## config.mk

```make
export PLATFORM = sky130hd
export DESIGN_NAME = spi_cmd_engine
export DESIGN_NICKNAME = d
export VERILOG_FILES = /design/src/rtl/spi_cmd_pkg.sv /design/src/rtl/spi_cmd_ctrl.sv /design/src/rtl/spi_cmd_dp.sv /design/src/rtl/spi_cmd_engine.sv
export SDC_FILE = /design/constraint.sdc
export NUM_CORES = 2
export LEC_CHECK = 0
export ABC_AREA = 1
export BUFFER_PORTS_ARGS = -buffer_cell sky130_fd_sc_hd__buf_2
export CAP_MARGIN = 20
export CELL_PAD_IN_SITES_DETAIL_PLACEMENT = 1
export CELL_PAD_IN_SITES_GLOBAL_PLACEMENT = 1
export CORE_MARGIN = 2
export CORE_UTILIZATION = 48
export DETAILED_ROUTE_END_ITERATION = 8
export PLACE_DENSITY_LB_ADDON = 0.1
export SYNTH_ARGS = -nofsm -noshare
export SYNTH_HDL_FRONTEND = slang
export SYNTH_SLANG_ARGS = --single-unit
```

## constraint.sdc

```tcl
create_clock -name clk -period 3 [get_ports clk]
set_clock_uncertainty 0.1 [all_clocks]
set_input_delay 0.15 -clock clk [delete_from_list [all_inputs] [get_ports clk]]
set_output_delay 0.15 -clock clk [all_outputs]
set_load 0.005 [all_outputs]
```

## src/rtl/spi_cmd_pkg.sv

```systemverilog
package spi_cmd_pkg;

  localparam int CNT_W = 8;

  localparam logic [7:0] ADDR_OPCODE = 8'h00;
  localparam logic [7:0] ADDR_TRIG   = 8'h02;
  localparam logic [7:0] ADDR_STATUS = 8'h03;
  localparam logic [7:0] ADDR_CSSEL  = 8'h1D;
  localparam logic [7:0] ADDR_TXLEN  = 8'h48;
  localparam logic [7:0] ADDR_RXLEN  = 8'h4B;
  localparam logic [7:0] ADDR_FIFO   = 8'h80;

  localparam int TRIG_EXEC_BIT = 0;
  localparam int TRIG_CLR_BIT  = 4;
  localparam int STAT_BUSY_BIT = 7;

  // Strobes from the sequencer to the datapath, valid for one clock.
  typedef struct packed {
    logic loadOpc;   // load the command byte into the shifter
    logic loadNext;  // load the buffer byte at the pointer, advance pointer
    logic shiftOut;  // shift the outgoing byte left by one
    logic sampleIn;  // shift miso into the shifter
    logic storeRx;   // write the shifter to the buffer, advance pointer
    logic txActive;  // level: command or send phase drives mosi
  } dpStrb_t;

endpackage

```

## src/rtl/spi_cmd_ctrl.sv

```systemverilog
module spi_cmd_ctrl
  import spi_cmd_pkg::*;
#(
  parameter int SCLK_HALF = 2
) (
  input  logic             clk,
  input  logic             rstN,
  input  logic             startReq,
  input  logic [CNT_W-1:0] txCount,
  input  logic [CNT_W-1:0] rxCount,
  output logic             busy,
  output logic             sclk,
  output dpStrb_t          strb
);

  localparam int DIV_W = (SCLK_HALF > 1) ? $clog2(SCLK_HALF) : 1;
  localparam logic [DIV_W-1:0] DIV_LAST = DIV_W'(SCLK_HALF - 1);

  typedef enum logic [1:0] {ST_IDLE, ST_OPC, ST_TX, ST_RX} seqState_t;

  seqState_t        stateQ;
  logic [DIV_W-1:0] divQ;
  logic [2:0]       bitQ;
  logic [CNT_W-1:0] remTxQ;
  logic [CNT_W-1:0] remRxQ;
  logic             sclkQ;

  logic tick, riseEv, fallEv, byteEnd, inTx;

  always_comb begin
    tick    = (stateQ != ST_IDLE) && (divQ == DIV_LAST);
    riseEv  = tick && !sclkQ;
    fallEv  = tick && sclkQ;
    byteEnd = fallEv && (bitQ == 3'd7);
    inTx    = (stateQ == ST_OPC) || (stateQ == ST_TX);

    strb.loadOpc  = (stateQ == ST_IDLE) && startReq;
    strb.loadNext = byteEnd && inTx && (remTxQ != '0);
    strb.shiftOut = fallEv && inTx && (bitQ != 3'd7);
    strb.sampleIn = riseEv && (stateQ == ST_RX);
    strb.storeRx  = byteEnd && (stateQ == ST_RX);
    strb.txActive = inTx;
  end

  always_ff @(posedge clk or negedge rstN) begin
    if (!rstN) begin
      stateQ <= ST_IDLE;
      divQ   <= '0;
      bitQ   <= '0;
      remTxQ <= '0;
      remRxQ <= '0;
      sclkQ  <= 1'b0;
    end else if (stateQ == ST_IDLE) begin
      if (startReq) begin
        stateQ <= ST_OPC;
        remTxQ <= txCount;
        remRxQ <= rxCount;
        divQ   <= '0;
        bitQ   <= '0;
        sclkQ  <= 1'b0;
      end
    end else begin
      divQ <= tick ? '0 : divQ + 1'b1;
      if (tick)   sclkQ <= ~sclkQ;
      if (fallEv) bitQ  <= bitQ + 3'd1;
      if (byteEnd) begin
        if (stateQ == ST_RX) begin
          remRxQ <= remRxQ - 1'b1;
          if (remRxQ == CNT_W'(1)) stateQ <= ST_IDLE;
        end else if (remTxQ != '0) begin
          stateQ <= ST_TX;
          remTxQ <= remTxQ - 1'b1;
        end else if (remRxQ != '0) begin
          stateQ <= ST_RX;
        end else begin
          stateQ <= ST_IDLE;
        end
      end
    end
  end

  assign busy = (stateQ != ST_IDLE);
  assign sclk = sclkQ;

endmodule

```

## src/rtl/spi_cmd_dp.sv

```systemverilog
module spi_cmd_dp
  import spi_cmd_pkg::*;
#(
  parameter int FIFO_DEPTH = 72,
  parameter int NUM_CS     = 4
) (
  input  logic              clk,
  input  logic              rstN,
  input  logic [7:0]        regAddr,
  input  logic              regWrEn,
  input  logic [7:0]        regWrData,
  output logic [7:0]        regRdData,
  input  logic              miso,
  output logic              mosi,
  output logic [NUM_CS-1:0] csN,
  input  logic              busy,
  input  dpStrb_t           strb,
  output logic              startReq,
  output logic [CNT_W-1:0]  txCount,
  output logic [CNT_W-1:0]  rxCount
);

  localparam int IDX_W = $clog2(FIFO_DEPTH);
  localparam int PTR_W = IDX_W + 1;
  localparam int CS_W  = (NUM_CS > 1) ? $clog2(NUM_CS) : 1;
  localparam logic [8:0]       FIFO_LIM = 9'(FIFO_DEPTH);
  localparam logic [PTR_W-1:0] PTR_LIM  = PTR_W'(FIFO_DEPTH);

  logic [7:0]       fifoMem [FIFO_DEPTH];
  logic [7:0]       opcodeQ;
  logic [CNT_W-1:0] txCntQ, rxCntQ;
  logic [CS_W-1:0]  csSelQ;
  logic [PTR_W-1:0] ptrQ;
  logic [7:0]       shiftQ;

  logic             wrOk, clrReq, inFifo, ptrInRange;
  logic [7:0]       fifoOff;
  logic [IDX_W-1:0] swIdx, engIdx;
  logic [7:0]       engRdByte;

  always_comb begin
    wrOk       = regWrEn && !busy;
    startReq   = wrOk && (regAddr == ADDR_TRIG) && regWrData[TRIG_EXEC_BIT];
    clrReq     = wrOk && (regAddr == ADDR_TRIG) && regWrData[TRIG_CLR_BIT];
    fifoOff    = regAddr - ADDR_FIFO;
    inFifo     = (regAddr >= ADDR_FIFO) && ({1'b0, fifoOff} < FIFO_LIM);
    swIdx      = fifoOff[IDX_W-1:0];
    ptrInRange = ptrQ < PTR_LIM;
    engIdx     = ptrQ[IDX_W-1:0];
    engRdByte  = ptrInRange ? fifoMem[engIdx] : 8'h00;
  end

  // Configuration registers
  always_ff @(posedge clk or negedge rstN) begin
    if (!rstN) begin
      opcodeQ <= '0;
      txCntQ  <= '0;
      rxCntQ  <= '0;
      csSelQ  <= '0;
    end else if (wrOk) begin
      case (regAddr)
        ADDR_OPCODE: opcodeQ <= regWrData;
        ADDR_TXLEN:  txCntQ  <= regWrData;
        ADDR_RXLEN:  rxCntQ  <= regWrData;
        ADDR_CSSEL:  csSelQ  <= regWrData[CS_W-1:0];
        default: ;
      endcase
    end
  end

  // Buffer pointer
  always_ff @(posedge clk or negedge rstN) begin
    if (!rstN) begin
      ptrQ <= '0;
    end else if (clrReq) begin
      ptrQ <= '0;
    end else if ((strb.loadNext || strb.storeRx) && ptrInRange) begin
      ptrQ <= ptrQ + 1'b1;
    end
  end

  // Shifter
  always_ff @(posedge clk or negedge rstN) begin
    if (!rstN) begin
      shiftQ <= '0;
    end else if (strb.loadOpc) begin
      shiftQ <= opcodeQ;
    end else if (strb.loadNext) begin
      shiftQ <= engRdByte;
    end else if (strb.shiftOut) begin
      shiftQ <= {shiftQ[6:0], 1'b0};
    end else if (strb.sampleIn) begin
      shiftQ <= {shiftQ[6:0], miso};
    end
  end

  // Shared byte buffer
  always_ff @(posedge clk or negedge rstN) begin
    if (!rstN) begin
      for (int i = 0; i < FIFO_DEPTH; i++) fifoMem[i] <= '0;
    end else if (strb.storeRx && ptrInRange) begin
      fifoMem[engIdx] <= shiftQ;
    end else if (wrOk && inFifo) begin
      fifoMem[swIdx] <= regWrData;
    end
  end

  always_comb begin
    regRdData = '0;
    if (inFifo) begin
      regRdData = fifoMem[swIdx];
    end else begin
      case (regAddr)
        ADDR_OPCODE: regRdData = opcodeQ;
        ADDR_STATUS: regRdData = {busy, 7'b0};
        ADDR_CSSEL:  regRdData = 8'(csSelQ);
        ADDR_TXLEN:  regRdData = txCntQ;
        ADDR_RXLEN:  regRdData = rxCntQ;
        default:     regRdData = '0;
      endcase
    end
  end

  assign mosi    = strb.txActive & shiftQ[7];
  assign txCount = txCntQ;
  assign rxCount = rxCntQ;

  for (genvar g = 0; g < NUM_CS; g++) begin : g_cs
    assign csN[g] = !(busy && (csSelQ == CS_W'(g)));
  end

endmodule

```

## src/rtl/spi_cmd_engine.sv

```systemverilog
module spi_cmd_engine
  import spi_cmd_pkg::*;
#(
  parameter int FIFO_DEPTH = 72,
  parameter int SCLK_HALF  = 2,
  parameter int NUM_CS     = 4
) (
  input  logic              clk,
  input  logic              rstN,
  input  logic [7:0]        regAddr,
  input  logic              regWrEn,
  input  logic [7:0]        regWrData,
  output logic [7:0]        regRdData,
  output logic              sclk,
  output logic              mosi,
  input  logic              miso,
  output logic [NUM_CS-1:0] csN
);

  logic             busyW;
  logic             startW;
  logic [CNT_W-1:0] txCntW;
  logic [CNT_W-1:0] rxCntW;
  dpStrb_t          strbW;

  spi_cmd_ctrl #(
    .SCLK_HALF(SCLK_HALF)
  ) u_ctrl (
    .clk      (clk),
    .rstN     (rstN),
    .startReq (startW),
    .txCount  (txCntW),
    .rxCount  (rxCntW),
    .busy     (busyW),
    .sclk     (sclk),
    .strb     (strbW)
  );

  spi_cmd_dp #(
    .FIFO_DEPTH(FIFO_DEPTH),
    .NUM_CS    (NUM_CS)
  ) u_dp (
    .clk       (clk),
    .rstN      (rstN),
    .regAddr   (regAddr),
    .regWrEn   (regWrEn),
    .regWrData (regWrData),
    .regRdData (regRdData),
    .miso      (miso),
    .mosi      (mosi),
    .csN       (csN),
    .busy      (busyW),
    .strb      (strbW),
    .startReq  (startW),
    .txCount   (txCntW),
    .rxCount   (rxCntW)
  );

endmodule

```

==> results by group <==
Outcome
  • Status: complete, but fails checks
  • Failing checks: negative setup slack

Setup path
  • WP buf/inv: 2
  • Crit Path Category: register to primary output
  • CP Cell Sequence: a22oi_2 -> nand2_1 -> nand2_1 -> nand2_1 -> nor2_2 -> nor2_1 -> nor2_1 -> buf_4 -> nand2_1 -> nand2_1 -> nand2_2 -> nand2_2 -> nand2_1 -> buf_2
  • Reg-to-reg startpoint: u_dp.ptrQ[1]
  • CP Max Fanout: 3
  • Worst stage delay on the critical path: 0.40 ns
  • Worst Setup Start Kind: register
  • Crit path top cell by count: nand2_1
  • Critical path endpoint category: primary output
  • Worst Path Arrival: 2.78 ns
  • R2R setup slack: 0.01 ns
  • Crit path max-delay family: simple AND/OR/NAND/NOR gates
  • Reg-to-reg endpoint: u_dp.fifoMem[480]
  • Slowest CP cell: dfrtp_1
  • Worst reg2reg path depth: 7
  • Worst path required time: 2.75 ns

STA
  • Normalized max-slew margin: 45.6%
  • Final WS setup: -0.0295 ns
  • Final Max Slew Viols: 0
  • Least-Margin Pin Slew: 0.813 ns
  • Hold_ws: 0.0866 ns
  • Hold Violations, Final: 0
  • Period utilisation layout: 101%
  • Final setup fails: 1
  • RSZ-0062 raised after global routing: true
  • Fmax: 330 MHz
  • Fin crit period: 3.03 ns

Clock network
  • Root Driver: clkbuf_16
  • CTS clk-pin slew, worst paths: 0.06 ns
  • H-tree Lvls: 3
  • Worst-Skew Late Latency: 0.70 ns
  • Sinks on Clock Net: 641
  • CTS tree: done
  • Total CTS buffers: 78
  • Clock buffer depth: 3

Power and ir drop
  • Worst VDD drop: 0.510 mV
  • PD cells: 424 nW/um^2
  • Combinational fraction of design power: 8.9%
  • Seq pwr share: 40.8%
  • P_sw: 0.00567 W
  • Pint: 0.0155 W
  • LEAKAGE: 21.3 nW
  • Clock group share of total power: 50.2%
  • Switch share: 26.8%

Hold path
  • Hold Path End: u_dp.csSelQ[0]
  • HP Start: regAddr[7]
  • Hold depth: 5
  • Hold Path Class: input port to register

Layout
  • Final core utilization: 56.8%
  • Nets: 6162
  • Non-filler instance count after layout: 7361
  • Final instance area: 50000 sq um
  • Layout cells sized above 1: 15.7%
  • Area growth syn-to-layout: 17.4%

Routing
  • Vias: 48600
  • DRT Pass-1 Iters: 6
  • DRC: 0
  • Wire length on met3: 25300 um
  • Top Layer Used: met5
  • Post-route ant nets: 0
  • DR WL/cell: 29.9 um
  • Routed WL: 220000 um
  • Initial DRC count: 6268
  • WL met2: 94800 um
  • M1 WL: 86500 um
  • Via density: 6.60

Global routing
  • GRT overflow: 0
  • Largest net degree at the start of global routing: 111
  • Antenna violations before repair: 8
  • Vias in the first global route: 47900
  • First-pass GRT wire length: 316000 um
  • Global Route Usage Sum: 46.7%

Place
  • Global placer's final weighted congestion: 1.04
  • Post-DP HPWL: 149000 um
  • Port bufs: 33
  • Cells after DPL: 7173
  • Placed Area: 46200 sq um
  • DP Worst Slack: 0.0470 ns

Floorplanning
  • Die extent in x: 302 um
  • Core Footprint: 88100 sq um
  • Die Ht: 302 um
  • Row count: 109
  • Starting Density: 48.3%
  • # IOs: 34
  • Die area: 91100 sq um

Flow run
  • Max cap viols: 0

Synth
  • Synth Area in XOR/XNOR: 0%
  • Post-synthesis cell count: 6009
  • Flops & latches, synth: 641
  • Synth Area in Adders: 0.294%
  • Synthesized area: 42600 sq um
  • Post-synthesis compound-gate area fraction: 23.4%
  • Synthesis Warnings: 0
  • Mean Syn Cell Area: 7.09 sq um
  • Largest family of logic cells by synthesized area: compound AO/OA/AOI/OAI gates
  • Sequential cell area fraction in the yosys report: 37.7%
  • Area share of and/or/nand/nor cells after synthesis: 23.0%
  • Syn_nets: 6039
  • Post-synthesis mux area share: 5.11%
  • Synth unique cells: 60
-- cells in the mapped netlist, drive strengths merged --
cell | instances | area [sq um]
a211oi | 4 | 52.6
a21boi | 2 | 15.0
a21oi | 175 | 891
a221oi | 8 | 70.1
a22o | 2 | 17.5
a22oi | 48 | 360
a31oi | 30 | 188
and2 | 2 | 12.5
buf | 200 | 1030
clkbuf | 163 | 612
clkinv | 22 | 83.8
dfrtp | 641 | 16000
ha | 10 | 125
inv | 728 | 2740
mux2 | 164 | 1850
mux2i | 33 | 330
nand2 | 1700 | 6410
nand3 | 131 | 661
nand4 | 24 | 165
nor2 | 588 | 2340
nor3 | 12 | 91.3
nor3b | 1 | 7.51
nor4 | 3 | 31.3
o2111ai | 10 | 87.6
o211ai | 75 | 563
o21a | 8 | 60.1
o21ai | 577 | 2910
o21bai | 1 | 7.51
o221ai | 125 | 1090
o22ai | 505 | 3630
o2bb2ai | 1 | 8.76
o311ai | 1 | 8.76
o31ai | 2 | 15.0
or2 | 13 | 81.3
-- worst register-to-register path: stages, from the launching register on --
cell	delay, ns
dfrtp_2	0.47
inv_2	0.11
nor2_2	0.35
nand2_1	0.18
inv_2	0.39
nand2_1	0.44
o22ai_4	0.43
mux2_2	0.41
-- cell families after synthesis --
logic type | count (synthesis)
simple gates | 2474
compound gates | 1574
buf+inv | 1113
flops | 641
mux | 197
fa+ha+maj | 10
-- final cells by class --
class,instances,area [sq um]
clock buffer,121,2410
tap,1165,1460
inverter,750,2830
fill,11200,38100
sequential,641,16000
clock inverter,22,389
timing repair buffer,406,4300
antenna,1,2.50
multi-input combinational,4255,22600
-- worst max path at each step --
stage | start | to | slack, ns | depth (start not counted)
after CTS | u_dp.fifoMem[575] | regRdData[7] | -0.01 | 15
after global routing | u_dp.fifoMem[557] | regRdData[5] | -0.09 | 14
after global placement | regAddr[0] | regRdData[2] | 0.10 | 18
final | u_dp.fifoMem[401] | regRdData[1] | -0.03 | 14
after detailed placement | regAddr[4] | u_dp.fifoMem[411] | 0.05 | 10
after floorplan | u_ctrl.stateQ[0] | u_dp.fifoMem[35] | 0.54 | 13
-- sequential cells by signal (all words and copies together) (netlist names), 8 cells and up --
name           flops
u_ctrl.remRxQ      8
u_ctrl.remTxQ      8
u_dp.fifoMem     576
u_dp.opcodeQ       8
u_dp.ptrQ          8
u_dp.rxCount       8
u_dp.shiftQ        8
u_dp.txCount       8
-- per-stage QoR --
step / total power [W] / setup TNS [ns]
floorplan: 0.00947 / 0
detailed placement: 0.0105 / 0
global route: 0.0215 / -0.714
CTS: 0.0210 / -0.0124
global placement: 0.0105 / 0
finish: 0.0212 / -0.0295
-- power by group through the flow --
stage                     Clock, W  Sequential [W]  Combinational [W]
after detailed placement         0         0.00880            0.00168
after global routing        0.0109         0.00864            0.00194
final                       0.0106         0.00864            0.00190
after global placement           0         0.00880            0.00167
after CTS                   0.0107         0.00865            0.00172
after floorplan                  0         0.00881           0.000666
-- layout by cell type (no fill, tap or decap), types with 29 or more instances in the layout --
cell type and instances:
inv_1 635, a21oi_1 158, inv_2 89, nand2_2 29
a22oi_1 47, buf_12 83, nand2_1 1652, buf_4 260
o221ai_1 125, buf_2 32, mux2_2 162, a31oi_1 30
clkbuf_16 90, nand3_1 128, o22ai_4 31, dfrtp_1 638
nor2_1 538, o211ai_1 75, o22ai_1 461, mux2i_1 33
o21ai_0 543
-- what timing repair did --
action,4_1_cts,5_1_grt
cloned,0,8
hold endpoints to repair,489,0
endpoints found under the setup margin,9,248
hold buffers,12,0
setup buffers,0,24
pin swaps,4,29
gates resized for setup,27,101
-- routing by layer --
metal	GRT usage [%]	up-vias
met5	0	-
met4	26.4	16
met3	11.1	773
met2	69.8	3249
met1	62.2	24200
li1	-	20300
(Power assumes the default switching activity.)
